$ cat config.mk
export PLATFORM = sky130hd
export DESIGN_NAME = lead_digit_trunc
export DESIGN_NICKNAME = d
export VERILOG_FILES = /design/src/rtl/ldt_pkg.sv /design/src/rtl/ldt_digit_class.sv /design/src/rtl/ldt_lead_scan.sv /design/src/rtl/lead_digit_trunc.sv
export SDC_FILE = /design/constraint.sdc
export NUM_CORES = 1
export LEC_CHECK = 0
export BUFFER_PORTS_ARGS = -buffer_cell sky130_fd_sc_hd__buf_4
export CORE_MARGIN = 4
export CORE_UTILIZATION = 37
export DETAILED_ROUTE_END_ITERATION = 8
export PLACE_DENSITY = 0.85
export SLEW_MARGIN = 10
export SYNTH_ARGS = -nofsm -noshare
export SYNTH_HDL_FRONTEND = slang
export SYNTH_SLANG_ARGS = --single-unit
$ cat constraint.sdc
create_clock -name vclk -period 1.7
set_input_delay 0.255 -clock vclk [all_inputs]
set_output_delay 0.255 -clock vclk [all_outputs]
set_load 0.01 [all_outputs]
$ cat src/rtl/ldt_pkg.sv
package ldt_pkg;
    parameter int NUM_DIGITS = 6;
    parameter int DIGIT_W    = 4;
    localparam int RESID_W   = NUM_DIGITS * DIGIT_W;
    localparam int EXP_W     = $clog2(NUM_DIGITS + 1);
    localparam logic [DIGIT_W-1:0] XS3_ZERO = DIGIT_W'(3);
    localparam logic [DIGIT_W-1:0] XS3_BIAS = DIGIT_W'(3);

    typedef struct packed {
        logic [RESID_W-1:0] trunc;
        logic [DIGIT_W-1:0] mant;
        logic [EXP_W-1:0]   expo;
        logic               zero;
    } lead_t;
endpackage

$ cat src/rtl/ldt_digit_class.sv
module ldt_digit_class
    import ldt_pkg::*;
(
    input  logic [DIGIT_W-1:0] code_i,
    output logic               nonzero_o,
    output logic [DIGIT_W-1:0] value_o
);
    always_comb begin
        nonzero_o = (code_i != XS3_ZERO);
        value_o   = code_i - XS3_BIAS;
    end

    // a digit flagged as zero must carry value 0
    always_comb begin
        if (!nonzero_o) begin
            assert_zero_value_R6: assert (value_o == '0)
                else $error("digit flagged zero with nonzero value");
        end
    end
endmodule

$ cat src/rtl/ldt_lead_scan.sv
module ldt_lead_scan #(
    parameter int N  = 6,
    parameter int EW = 3
) (
    input  logic [N-1:0]  nz_i,
    output logic [EW-1:0] pos_o,
    output logic          none_o
);
    typedef struct packed {
        logic [EW-1:0] pos;
        logic          none;
    } scan_t;

    scan_t scan_d;

    // priority from the tenths (index 0) downwards
    always_comb begin
        scan_d.pos  = EW'(N);
        scan_d.none = 1'b1;
        for (int i = N - 1; i >= 0; i--) begin
            if (nz_i[i]) begin
                scan_d.pos  = EW'(i);
                scan_d.none = 1'b0;
            end
        end
    end

    assign pos_o  = scan_d.pos;
    assign none_o = scan_d.none;

    always_comb begin
        if (!none_o) begin
            assert_pos_hits_nonzero_R1: assert (nz_i[pos_o])
                else $error("selected position holds a zero digit");
            for (int j = 0; j < N; j++) begin
                if (j < int'(pos_o)) begin
                    assert_no_earlier_digit_R6: assert (!nz_i[j])
                        else $error("a more significant nonzero digit was skipped");
                end
            end
        end
    end
endmodule

$ cat src/rtl/lead_digit_trunc.sv
module lead_digit_trunc
    import ldt_pkg::*;
(
    input  logic [RESID_W-1:0] resid_xs3_i,
    output logic [RESID_W-1:0] trunc_xs3_o,
    output logic [DIGIT_W-1:0] mant_o,
    output logic [EXP_W-1:0]   expo_o,
    output logic               zero_o
);
    logic [NUM_DIGITS-1:0] digit_nz;
    logic [DIGIT_W-1:0]    digit_val [NUM_DIGITS];
    logic [DIGIT_W-1:0]    digit_code[NUM_DIGITS];
    logic [EXP_W-1:0]      lead_pos;
    logic                  lead_none;
    lead_t                 res_d;

    // digit i = 0 is the tenths, held in the top nibble
    for (genvar g = 0; g < NUM_DIGITS; g++) begin : g_digit
        assign digit_code[g] = resid_xs3_i[(NUM_DIGITS-1-g)*DIGIT_W +: DIGIT_W];
        ldt_digit_class u_class (
            .code_i    (digit_code[g]),
            .nonzero_o (digit_nz[g]),
            .value_o   (digit_val[g])
        );
    end

    ldt_lead_scan #(
        .N  (NUM_DIGITS),
        .EW (EXP_W)
    ) u_scan (
        .nz_i   (digit_nz),
        .pos_o  (lead_pos),
        .none_o (lead_none)
    );

    always_comb begin
        res_d.expo = lead_pos;
        res_d.zero = lead_none;
        res_d.mant = '0;
        res_d.trunc = '0;
        for (int i = 0; i < NUM_DIGITS; i++) begin
            if (!lead_none && (int'(lead_pos) == i)) begin
                res_d.mant = digit_val[i];
                res_d.trunc[(NUM_DIGITS-1-i)*DIGIT_W +: DIGIT_W] = digit_code[i];
            end else begin
                res_d.trunc[(NUM_DIGITS-1-i)*DIGIT_W +: DIGIT_W] = XS3_ZERO;
            end
        end
    end

    assign trunc_xs3_o = res_d.trunc;
    assign mant_o      = res_d.mant;
    assign expo_o      = res_d.expo;
    assign zero_o      = res_d.zero;

    logic [NUM_DIGITS-1:0] trunc_nz;
    always_comb begin
        for (int i = 0; i < NUM_DIGITS; i++) begin
            trunc_nz[i] = trunc_xs3_o[(NUM_DIGITS-1-i)*DIGIT_W +: DIGIT_W] != XS3_ZERO;
        end
    end

    always_comb begin
        assert_exp_range_R2: assert (int'(expo_o) <= NUM_DIGITS)
            else $error("exponent out of range");
        assert_trunc_single_R4: assert ($onehot0(trunc_nz))
            else $error("truncated value keeps more than one digit");
        if (zero_o) begin
            assert_zero_fields_R5: assert (mant_o == '0 && int'(expo_o) == NUM_DIGITS && trunc_nz == '0)
                else $error("all-zero input with non-identity fields");
        end else begin
            assert_mant_nonzero_R1: assert (mant_o != '0 && $countones(trunc_nz) == 1)
                else $error("nonzero input gave a zero mantissa");
        end
    end
endmodule

**Word-level counts from Yosys, hierarchy flattened**

Cells that the tools add are included.

- $add $sub $neg: 6
- Eq/ne operators: 11
- Muxes and demuxes: 18
- Reductions and logical operators: 8

Operator list:

| operator | number |
|---|---|
| $mux W4 | 16 |
| $ne A4 B2 Y1 const B | 6 |
| $sub A4 B2 Y4 const B | 6 |
| $eq A3 B3 Y1 const B | 4 |
| $logic_and A1 B1 Y1 | 6 |
| $mux W3 | 2 |
| $eq A3 B2 Y1 const B | 1 |
| $logic_not A3 Y1 | 1 |
| $logic_not A1 Y1 | 1 |

- Register bits after elaboration: 0
- Bits of input ports: 24
- Output and inout bits: 32
- Logic and storage cells: 43

**Logic depth before layout (Yosys ltp)**

- Depth after elaboration: 15
- Depth in mapped cells: 7
- Depth with buffers taken out: 6

**Cells and area by module**

From an unflattened synthesis, not the netlist that was laid out.

- Cell total of the unflattened synthesis: 132
- Area total of the unflattened synthesis: 854.6 um^2

By module, submodules not included:

| module | times used | cells an instance | area each (um^2) | sequential area each (um^2) |
|---|---|---|---|---|
| lead_digit_trunc | 1 | 81 | 496.7 | 0.0 |
| ldt_digit_class | 6 | 7 | 50.0 | 0.0 |
| ldt_lead_scan | 1 | 9 | 57.6 | 0.0 |

**Least setup slack after synthesis**

No wires, ideal clock.

- Path kind: in2out
- Start: in resid_xs3_i[16]
- End: out mant_o[0]
- Arrival time: 1.551 ns
- Slack: -0.106 ns
- Stages on the path: 6
- Path through: ha_1 nor3b_2 buf_4 nand2_2 or3_1 nand4_1

- Cells in the longest elaborated chain, start to end: 11
- Elaborated cells on any way between the ends: 23
- Those cells by class: add/sub (1); eq/ne (6); mux (8); reduce/logical (8)

RTL lines:

| item | RTL line | RTL |
|---|---|---|
| start, declared | lead_digit_trunc.sv:4 | `input logic [RESID_W-1:0] resid_xs3_i,` |
| $ne A4 B2 Y1 | ldt_digit_class.sv:9 | `nonzero_o = (code_i != XS3_ZERO);` |
| $mux W4 (2 in a row) | ldt_lead_scan.sv:21 | `if (nz_i[i]) begin` |
| $logic_not A3 Y1 / $logic_not A1 Y1 (equally long branches) | lead_digit_trunc.sv:42 | `if (!lead_none && (int'(lead_pos) == i)) begin` |
| $logic_and A1 B1 Y1 | lead_digit_trunc.sv:42 |  |
| $mux W4 (5 in a row) | lead_digit_trunc.sv:42 |  |
| $mux W4 * | lead_digit_trunc.sv:42 |  |
| end, declared | lead_digit_trunc.sv:6 | `output logic [DIGIT_W-1:0] mant_o,` |

Mark *: on every way between the ends. The rest lies on a longest branch, timed or not.

**Worst setup path in the final report**

- Start: in resid_xs3_i[17]
- End: out mant_o[3]

Same word-level chain as after synthesis.

==> impl_metrics.yaml <==
worst_setup_path:
  start_kind: "input port"
  critPathSlowestCell: "nor3b_4"
  path_cells: "buf_8 > ha_4 > nor3b_4 > nand4_4 > buf_4 > inv_2 > o211ai_1 > a22oi_2 > buf_4"
  crit_type: "in -> out"
  worst-path-max-fanout: 5
  cp_common_cell: "buf_4"
  end_kind: "primary output"
  slowest_delay_ns: 0.31
  critPathArrivalTime_ns: 1.80
  worstPathRequired_ns: 1.44
sta:
  drv_slew: 0
  slew_headroom_pct: 68.08
  worstMarginPinSlew_ns: 0.4767
  finalWorstSetupSlack_ns: -0.3507
  fmax_mhz: 487.6
  min_period_over_period_pct: 120.6
  setup_viol: 24
  whs_ns: 0.7523
  period_needed_ns: 2.051
  rsz0062_at_grt: "yes"
  hold_viol_final: 0
final_layout:
  multi_input_area_sq_um: 874.6
  seq_cells: 0
  regArea_sq_um: 0
  layout_common_cells: "buf_4, buf_6, or3_4"
  synthToLayoutAreaGrowth_pct: 149.8
  fill_cells: 41
  final_cells: 234
  nets: 239
  diodes: 0
  n_clock_buffer: 0
  final_common_cell: "buf_4"
  drive_above_1_share_pct: 71.01
synth:
  synth_mux_area_share_pct: 1.338
  postSynthAreaPerCell_sq_um: 7.264
  synth-compound-area-share_pct: 22.74
  synth_top_family_by_area: "simple AND/OR/NAND/NOR gates"
  synthCells: 103
  syn_area_sq_um: 748.2
  synth_nets: 133
  synthSimpleGateAreaFrac_pct: 52.68
  ys_warn_count: 0
  synth_adder_area_share_pct: 10.03
  synthTopCellsByArea: "ha_1, xor2_1, and2_1"
  synth_top_area_cell: "ha_1"
  synth_top_area_share_pct: 10.03
  synth_xor_area_share_pct: 8.194
  seq_area_frac_synth_pct: 0
  synth.distinct_cells: 44
route:
  drt_wl_total_microns: 5718
  vias_per_cell: 6.521
  num_vias: 1526
  drc: 0
  drtAntennaViolNets: 0
  drtIter0Drc: 125
  drt_pre_antenna_iters: 5
  avgRoutedWirePerCell_microns: 24.44
die:
  core_sq_um: 1942
  initial_core_util_pct: 38.53
  fp.dieW_microns: 52.97
  die-area_sq_um: 2806
  pin_count: 56
  rows: 16
  die_height_microns: 52.97
hold_path:
  holdPathEnd: "trunc_xs3_o[22]"
  hold_class: "in -> out"
  whs_path_depth: 2
  hp-start: "resid_xs3_i[22]"
outcome:
  status: "finished, violations left"
  violations: "negative setup slack"
placement:
  dp_cells: 210
  hpwl_microns: 2669
  place_ws_ns: -0.3705
  port_buffers: 56
  place.gp.congestion: 0.7826
global_routing:
  grt_pass1_vias: 1487
  antenna_found_initial: 0
  grt_pass1_wl_microns: 6789
  met2_usage_pct: 64.26
  grt_usage_pct: 32.52
  grt_busiest_layer: "met2"
  gr-total-overflow: 0
  use_met3_pct: 2.817
  grtUsageMet1_pct: 32.00
  grt_max_degree: 9
flow_run:
  maxCapViolCount: 0
power_and_ir_drop:
  total_leakage_power_nw: 0.9291
  pwr_density_cell_nw_per_um2: 183.7
  peakVddDrop_uv: 164.0
==> through the flow <==
step,TNS [ns],util [%],power (W),instance area [sq um]
global placement,-2.603,74.87,0.0002476,1454
detailed placement,-3.938,74.87,0.0002590,1454
floorplan,-0.005091,-,0.0001073,819.5
CTS,-1.369,89.30,0.0002914,1734
global route,-4.949,96.26,0.0003589,1869
finish,-4.620,96.26,0.0003434,1869
==> logic make-up after synthesis <==
family	count (synthesis)
AO/OA/AOI/OAI	25
multiplexers	1
AND/OR/NAND/NOR	56
buffers and inverters	8
adder cells (fa/ha/maj)	6
XOR/XNOR	7
==> worst max path at each step <==
stage / startpoint / depth (start not counted) / slack (ns) / endpoint
6_report: resid_xs3_i[17] / 9 / -0.35 / mant_o[3]
5_1_grt: resid_xs3_i[17] / 8 / -0.34 / mant_o[1]
4_1_cts: resid_xs3_i[21] / 7 / -0.15 / mant_o[0]
3_5_place_dp: resid_xs3_i[12] / 8 / -0.37 / mant_o[0]
3_3_place_gp: resid_xs3_i[12] / 8 / -0.27 / mant_o[1]
2_1_floorplan: resid_xs3_i[12] / 6 / -0.005 / mant_o[0]
==> per-layer routing <==
| layer | part of all wire [%] | vias to the layer above | routed length, microns |
|---|---|---|---|
| li1 | - | 600 | - |
| met1 | 32 | 661 | 1847 |
| met2 | 46 | 191 | 2609 |
| met3 | 11 | 74 | 655 |
| met4 | 11 | 0 | 606 |
| met5 | 0 | - | 0 |
==> cell type report <==
cell class / instances / share of cell area, %
repair buffers: 108 / 50.60
multi-input cells: 95 / 46.79
well taps: 27 / 1.807
inverters: 4 / 0.8032
==> report_power, final <==
group	internal (W)	switching (W)
clock	0	0
sequential	0	0
combinational	0.000181	0.000162
total	0.000181	0.000162
==> worst max-delay path: cells and delay by family <==
kind / cells / cell delay (ns)
AO/OA/AOI/OAI: 2 / 0.36
buffers and inverters: 4 / 0.52
adder cells (fa/ha/maj): 1 / 0.14
AND/OR/NAND/NOR: 2 / 0.53
==> cell usage after synthesis (all sizes together), types with 2 or more instances <==
library cell,count
nand3b,2
and2,7
a31oi,3
o21ai,5
xor2,5
nor2,7
clkbuf,2
o211ai,3
nand2b,2
nand2,8
buf,2
inv,4
ha,6
xnor2,2
nor3b,5
or3,8
nand3,2
and3,4
or2,2
a21oi,6
nand4,3
==> what timing repair did <==
item,in CTS,in global routing
setup buffers,14,12
setup endpoints to repair,20,24
hold endpoints to repair,0,0
resized for setup,47,15
hold buffers,0,0
pin swaps,15,7
No activity file was read; power rests on OpenSTA's default activity.
